===== src/rtl/mbox_pkg.sv =====
package mbox_pkg;
    localparam int unsigned REG_INTR = 0;
    localparam int unsigned REG_DATA = 1;
    localparam int unsigned REG_STAT = 2;
    localparam int unsigned NCOND    = 4;

    typedef enum logic [1:0] {
        OCC_EMPTY = 2'd0,
        OCC_PART  = 2'd1,
        OCC_FULL  = 2'd2
    } occ_t;

    typedef struct packed {
        logic rx_ovf;
        logic rx_ne;
        logic tx_nf;
        logic tx_e;
    } cond_t;
endpackage


===== src/rtl/mbox_fifo.sv =====
module mbox_fifo
    import mbox_pkg::*;
#(
    parameter int unsigned DEPTH = 8,
    parameter int unsigned WIDTH = 8
) (
    input  logic             clk,
    input  logic             rst_n,
    input  logic             push_i,
    input  logic [WIDTH-1:0] wdata_i,
    input  logic             pop_i,
    output logic [WIDTH-1:0] rdata_o,
    output logic             empty_o,
    output logic             full_o,
    output logic             drop_o
);
    localparam int unsigned PW = (DEPTH > 1) ? $clog2(DEPTH) : 1;
    localparam int unsigned CW = $clog2(DEPTH + 1);

    logic [WIDTH-1:0] mem_q [DEPTH];
    logic [PW-1:0]    wr_ptr_q, rd_ptr_q;
    logic [CW-1:0]    cnt_q, cnt_d;
    occ_t             st_q, st_d;
    logic             do_push, do_pop;

    function automatic logic [PW-1:0] ptr_inc(input logic [PW-1:0] p);
        return (p == PW'(DEPTH - 1)) ? '0 : p + 1'b1;
    endfunction

    assign do_push = push_i && (st_q != OCC_FULL);
    assign do_pop  = pop_i  && (st_q != OCC_EMPTY);

    always_comb begin
        cnt_d = cnt_q;
        if (do_push && !do_pop) begin
            cnt_d = cnt_q + 1'b1;
        end else if (do_pop && !do_push) begin
            cnt_d = cnt_q - 1'b1;
        end
        st_d = st_q;
        unique case (st_q)
            OCC_EMPTY: if (do_push) st_d = OCC_PART;
            OCC_PART: begin
                if (cnt_d == CW'(DEPTH)) begin
                    st_d = OCC_FULL;
                end else if (cnt_d == '0) begin
                    st_d = OCC_EMPTY;
                end
            end
            OCC_FULL:  if (do_pop) st_d = OCC_PART;
            default:   st_d = OCC_EMPTY;
        endcase
    end

    always_ff @(posedge clk) begin
        if (!rst_n) begin
            st_q     <= OCC_EMPTY;
            cnt_q    <= '0;
            wr_ptr_q <= '0;
            rd_ptr_q <= '0;
        end else begin
            st_q  <= st_d;
            cnt_q <= cnt_d;
            if (do_push) wr_ptr_q <= ptr_inc(wr_ptr_q);
            if (do_pop)  rd_ptr_q <= ptr_inc(rd_ptr_q);
        end
    end

    always_ff @(posedge clk) begin
        if (do_push) mem_q[wr_ptr_q] <= wdata_i;
    end

    always_comb begin
        empty_o = (st_q == OCC_EMPTY);
        full_o  = (st_q == OCC_FULL);
        drop_o  = push_i && (st_q == OCC_FULL);
        rdata_o = mem_q[rd_ptr_q];
    end
endmodule


===== src/rtl/mbox_irq.sv =====
module mbox_irq #(
    parameter int unsigned   N        = 4,
    parameter logic [N-1:0]  COND_RST = '0
) (
    input  logic         clk,
    input  logic         rst_n,
    input  logic [N-1:0] cond_i,
    input  logic [N-1:0] clr_i,
    input  logic         mask_we_i,
    input  logic [N-1:0] mask_i,
    output logic [N-1:0] req_o,
    output logic [N-1:0] mask_o,
    output logic         irq_o
);
    for (genvar i = 0; i < N; i++) begin : g_src
        logic prev_q;
        logic req_q;
        always_ff @(posedge clk) begin
            if (!rst_n) begin
                prev_q <= COND_RST[i];
                req_q  <= 1'b0;
            end else begin
                prev_q <= cond_i[i];
                // a new rising edge wins over a clear in the same cycle
                req_q  <= (req_q && !clr_i[i]) || (cond_i[i] && !prev_q);
            end
        end
        assign req_o[i] = req_q;
    end

    always_ff @(posedge clk) begin
        if (!rst_n) begin
            mask_o <= '0;
        end else if (mask_we_i) begin
            mask_o <= mask_i;
        end
    end

    assign irq_o = |(req_o & mask_o);
endmodule


===== src/rtl/mbox_regif.sv =====
module mbox_regif
    import mbox_pkg::*;
#(
    parameter int unsigned FIFO_DEPTH = 8,
    parameter int unsigned BYTE_W     = 8,
    parameter int unsigned ADDR_W     = 3,
    parameter int unsigned BUS_W      = 32
) (
    input  logic              clk,
    input  logic              rst_n,
    input  logic              bus_sel,
    input  logic              bus_wr,
    input  logic [ADDR_W-1:0] bus_addr,
    input  logic [BUS_W-1:0]  bus_wdata,
    output logic [BUS_W-1:0]  bus_rdata,
    output logic [BYTE_W-1:0] ctl_tx_data,
    output logic              ctl_tx_valid,
    input  logic              ctl_tx_ready,
    input  logic [BYTE_W-1:0] ctl_rx_data,
    input  logic              ctl_rx_valid,
    output logic              ctl_rx_ready,
    output logic              irq_o
);
    localparam int unsigned BYTE_LSB = 8;
    localparam logic [NCOND-1:0] COND_RST = 4'b0011;

    logic              hit_intr, hit_data, hit_stat;
    logic              wr_intr, wr_data, wr_stat, rd_data;
    logic              tx_empty, tx_full, tx_drop;
    logic              rx_empty, rx_full, rx_drop;
    logic [BYTE_W-1:0] rx_head;
    logic              ovf_q;
    cond_t             cond;
    logic [NCOND-1:0]  req_q, mask_q, clr;
    logic              unused_wdata;

    assign hit_intr = bus_sel && (bus_addr == ADDR_W'(REG_INTR));
    assign hit_data = bus_sel && (bus_addr == ADDR_W'(REG_DATA));
    assign hit_stat = bus_sel && (bus_addr == ADDR_W'(REG_STAT));
    assign wr_intr  = hit_intr && bus_wr;
    assign wr_data  = hit_data && bus_wr;
    assign wr_stat  = hit_stat && bus_wr;
    assign rd_data  = hit_data && !bus_wr;
    assign unused_wdata = ^bus_wdata[BUS_W-1:BYTE_LSB+BYTE_W];

    mbox_fifo #(.DEPTH(FIFO_DEPTH), .WIDTH(BYTE_W)) u_tx (
        .clk(clk), .rst_n(rst_n),
        .push_i(wr_data), .wdata_i(bus_wdata[BYTE_LSB +: BYTE_W]),
        .pop_i(ctl_tx_ready), .rdata_o(ctl_tx_data),
        .empty_o(tx_empty), .full_o(tx_full), .drop_o(tx_drop)
    );

    mbox_fifo #(.DEPTH(FIFO_DEPTH), .WIDTH(BYTE_W)) u_rx (
        .clk(clk), .rst_n(rst_n),
        .push_i(ctl_rx_valid), .wdata_i(ctl_rx_data),
        .pop_i(rd_data), .rdata_o(rx_head),
        .empty_o(rx_empty), .full_o(rx_full), .drop_o(rx_drop)
    );

    assign clr = (wr_intr ? bus_wdata[NCOND-1:0] : '0)
               | (wr_stat ? bus_wdata[NCOND-1:0] : '0);

    always_ff @(posedge clk) begin
        if (!rst_n) begin
            ovf_q <= 1'b0;
        end else begin
            ovf_q <= (ovf_q && !(wr_stat && bus_wdata[3])) || rx_drop;
        end
    end

    always_comb begin
        cond.tx_e   = tx_empty;
        cond.tx_nf  = !tx_full;
        cond.rx_ne  = !rx_empty;
        cond.rx_ovf = ovf_q;
    end

    mbox_irq #(.N(NCOND), .COND_RST(COND_RST)) u_irq (
        .clk(clk), .rst_n(rst_n),
        .cond_i(cond), .clr_i(clr),
        .mask_we_i(wr_intr), .mask_i(bus_wdata[2*NCOND-1:NCOND]),
        .req_o(req_q), .mask_o(mask_q), .irq_o(irq_o)
    );

    always_comb begin
        bus_rdata = '0;
        if (bus_sel && !bus_wr) begin
            if (hit_intr) begin
                bus_rdata[2*NCOND-1:0] = {mask_q, req_q};
            end else if (hit_data) begin
                if (!rx_empty) bus_rdata[BYTE_LSB +: BYTE_W] = rx_head;
            end else if (hit_stat) begin
                bus_rdata[NCOND-1:0] = cond;
            end
        end
    end

    assign ctl_tx_valid = !tx_empty;
    assign ctl_rx_ready = !rx_full;
    // tx_drop marks a dropped host write; nothing further is recorded for it
    logic unused_tx_drop;
    assign unused_tx_drop = tx_drop;
endmodule


===== config.mk =====
export PLATFORM = sky130hd
export DESIGN_NAME = mbox_regif
export DESIGN_NICKNAME = d
export VERILOG_FILES = /design/src/rtl/mbox_pkg.sv /design/src/rtl/mbox_fifo.sv /design/src/rtl/mbox_irq.sv /design/src/rtl/mbox_regif.sv
export SDC_FILE = /design/constraint.sdc
export NUM_CORES = 1
export LEC_CHECK = 0
export ABC_AREA = 1
export BUFFER_PORTS_ARGS = -buffer_cell sky130_fd_sc_hd__buf_4
export CAP_MARGIN = 20
export CORE_MARGIN = 3
export CORE_UTILIZATION = 35
export DETAILED_ROUTE_END_ITERATION = 10
export PLACE_DENSITY = 0.64
export SLEW_MARGIN = 20
export SYNTH_ARGS = -nofsm -noshare
export SYNTH_HDL_FRONTEND = slang
export SYNTH_SLANG_ARGS = --single-unit

===== constraint.sdc =====
create_clock -name clk -period 2.2 [get_ports clk]
set_input_delay 0.11 -clock clk [delete_from_list [all_inputs] [get_ports clk]]
set_output_delay 0.11 -clock clk [all_outputs]
set_load 0.1 [all_outputs]

==> run summary <==
outcome - completed
crit path from - u_rx.st_q[0]
Overflow after GRT - 0
Critical Path Fanout Max - 13
Syn Std Cell Area - 0.007355 sq mm
Synth top area share - 52.26%
clk slew on worst S/H paths - 0.06 ns
top-count cell post-synth - nor2_1
slowest cell on the critical path - dfxtp_1
worst r2r path cells - 7
final hold viol count - 0
Max Slew Vio Count - 0
worst skew pair latency - 0.42 ns
core area - 0.02043 sq mm
TritonCTS buffer count - 17
total power draw - 0.006938 W
FF-to-FF End - u_tx.mem_q[2][2]
CTS Buffer Depth - 2
DPL Wire Length - 9681 um
Avg WL per Cell - 13.48 um
fraction of layout cells with a size suffix above 1 - 19.90%
fin util - 45.03%
Post-synth ARST share - 0%
# port buffers - 59
synthesized instance count - 710
Leak - 3.493 nW
most used routing layer in global routing - met2
TritonCTS clock tree - built
synthesized flop and latch total - 171
CTS Root Cell - clkbuf_16
placement-stage cell area - 0.008292 sq mm
top area cells in the synthesized netlist - edfxtp_1 (52%), dfxtp_1 (12%), nor2_1 (8.0%)
crit path buf inv count - 3
final setup violation count - 0
final instance area - 0.009199 sq mm
# Max-Cap Violations - 0
PD cells - 754.2 mW/mm^2
Die Ht - 151.0 um
drt first pass iters - 4
Worst VDD drop - 0.5492 mV
largest net degree at the start of global routing - 33
sequential-to-total area share from yosys stat - 63.97%
Worst Max-Slew Pin Slew - 0.5336 ns
CP max stage delay - 0.36 ns
area growth from synthesis to layout - 25.08%
CP Cell Sequence - inv_1, nand2_1, nand2_1, nor2_1, buf_6, o21ai_0, a31oi_2, buf_6
Worst R2R Start - u_tx.st_q[0]
Post-Route Skew - 0.008235 ns
first-pass GRT wire length - 24,380 um
Initial Util - 36.00%
Mapped Avg Cell Area - 10.36 sq um
Reg2Reg Setup Slack - 0.41 ns
startpoint types - flop
vias in the first global route - 5,020
initial antenna violation count - 0
Fmax achieved - 0.4792 GHz
clock sinks - 171
Ys Warns - 0
met2 Use GR - 22.66%
post-synth top area cell - edfxtp_1
Worst path top cell family by delay - buffers and inverters
M1 GR Usage - 17.37%
Post-synth EDFFs - 128
number of vias per cell - 4.702
DR vias - 5,167
Post-synth top cells - nor2_1 (156), edfxtp_1 (128), o21ai_0 (90)
Initial DRC Count - 353
WS Path Type - reg -> out
gr usage total - 13.64%
CP endpoint kind - output pin
IO Pins - 92
ys flop type - edfxtp_1
die width - 151.0 um
critical path depth in cells - 8
final period utilization - 94.85%
crit path capture - bus_rdata[8]
GR Layer Usage met3 - 3.471%
number of diodes - 0
Synth cell types - 35
global placer's final weighted congestion - 0.8369
Hold WC Path Type - in -> reg
number of remaining DRC errors - 0
CP arrival - 1.98 ns
Die ar. - 0.02279 sq mm
Post-DRT Antenna Nets - 0
Setup TNS Final - 0 ns
H-tree depth - 4
Tmin final - 2.087 ns
Rel. slew slack - 64.39%
FP Rows - 52
final WL - 14,820 um
Critical Path RT - 2.09 ns
Final nets - 878
worst min path at each step:
stage / start / to / slack (ns) / cells past startpoint
2_1_floorplan: ctl_rx_data[0] / u_rx.mem_q[0][0] / 0.21 / 0
3_3_place_gp: ctl_rx_data[2] / u_rx.mem_q[2][2] / 0.35 / 1
3_5_place_dp: bus_wdata[8] / u_tx.mem_q[0][0] / 0.36 / 1
4_1_cts: bus_wdata[3] / u_irq.g_src[3].req_q / 0.008 / 4
5_1_grt: bus_wdata[3] / u_irq.g_src[3].req_q / 0.03 / 4
6_report: bus_wdata[3] / u_irq.g_src[3].req_q / 0.01 / 4
sequential cells by signal, summed over array words and instances (netlist names), named ones only:
register / cells
u_tx.rd_ptr_q: 3
u_tx.wr_ptr_q: 3
ovf_q: 1
u_tx.cnt_q: 4
u_tx.st_q: 2
u_rx.wr_ptr_q: 3
u_irq.g_src.prev_q: 4
u_irq.mask_o: 4
u_rx.st_q: 2
u_rx.mem_q: 64
u_rx.rd_ptr_q: 3
u_irq.g_src.req_q: 4
u_tx.mem_q: 64
u_rx.cnt_q: 4
placed cells by master, fill, tap and decap left out, types with 3 or more instances in the layout:
master,Yosys,layout
clkinv_4,0,5
dfxtp_1,43,42
inv_2,5,5
conb_1,1,16
edfxtp_1,128,128
o21ai_0,90,88
xnor2_1,3,3
clkinvlp_4,0,6
nor2_2,4,4
nor2_1,156,156
dlygate4sd3_1,0,25
inv_1,41,38
nand2_4,7,7
o22ai_1,16,16
a21oi_1,19,18
buf_6,0,10
buf_4,16,73
ha_1,12,12
nand2_2,3,3
clkbuf_16,0,17
nor3_1,11,11
nand2_1,75,75
nand3_1,21,21
buf_12,0,3
o21ai_1,1,3
a31oi_2,0,16
cell families (layout without fill, tap and decap cells):
group	Yosys count	in the layout	share of synthesized area, %
AO/OA/AOI/OAI	149	149	11.13
XOR/XNOR	5	5	0.5955
adder cells (fa/ha/maj)	12	12	2.041
AND/OR/NAND/NOR	287	287	17.01
flip-flops	171	171	63.97
other	1	16	0.05099
buffers and inverters	85	189	5.206
what timing repair did:
action,in CTS,in global routing
endpoints found under the setup margin,11,16
hold buffers,25,0
gates resized for setup,4,15
buffers inserted,0,2
hold endpoints to repair,137,0
final cells by class:
| type | instances | area (sq um) |
|---|---|---|
| clock buffer | 17 | 425.4 |
| clock inverter | 14 | 141.4 |
| fill | 1879 | 11230 |
| multi-input combinational | 469 | 2427 |
| tap | 270 | 337.8 |
| sequential | 171 | 4706 |
| inverter | 47 | 190.2 |
| timing repair buffer | 111 | 970.9 |
worst min-delay path, delay by kind of cell:
family	cells	cell delay [ns]
AOI/OAI and AO/OA	1	0.07
buffers and inverters	1	0.08
and+or+nand+nor	2	0.13
per-layer routing:
metal  wire length, um  share of wire, %  vias up
li1                  -                 -     2640
met1              6818                46     2409
met2              7211                49      102
met3               597               4.0       16
met4               189               1.3        0
met5                 0                 0        -
per-stage QoR:
step / hold WS, ns / setup slack [ns] / std cells
global route: 0.03116 / -0.01307 / 1099
detailed placement: 0.3565 / 0.4175 / 1041
global placement: 0.3507 / 0.4284 / 1041
finish: 0.01488 / 0.1134 / 1099
CTS: 0.007868 / 0.01819 / 1097
floorplan: 0.2089 / -0.5684 / 725
report_power, final:
part	internal (W)	total [W]	leakage [nW]	switching (W)
combinational	0.000161	0.000552	1.72	0.000391
clock	0.00158	0.00284	0.270	0.00127
sequential	0.00352	0.00354	1.51	0.0000245
Power figures use the tool's default switching activity.
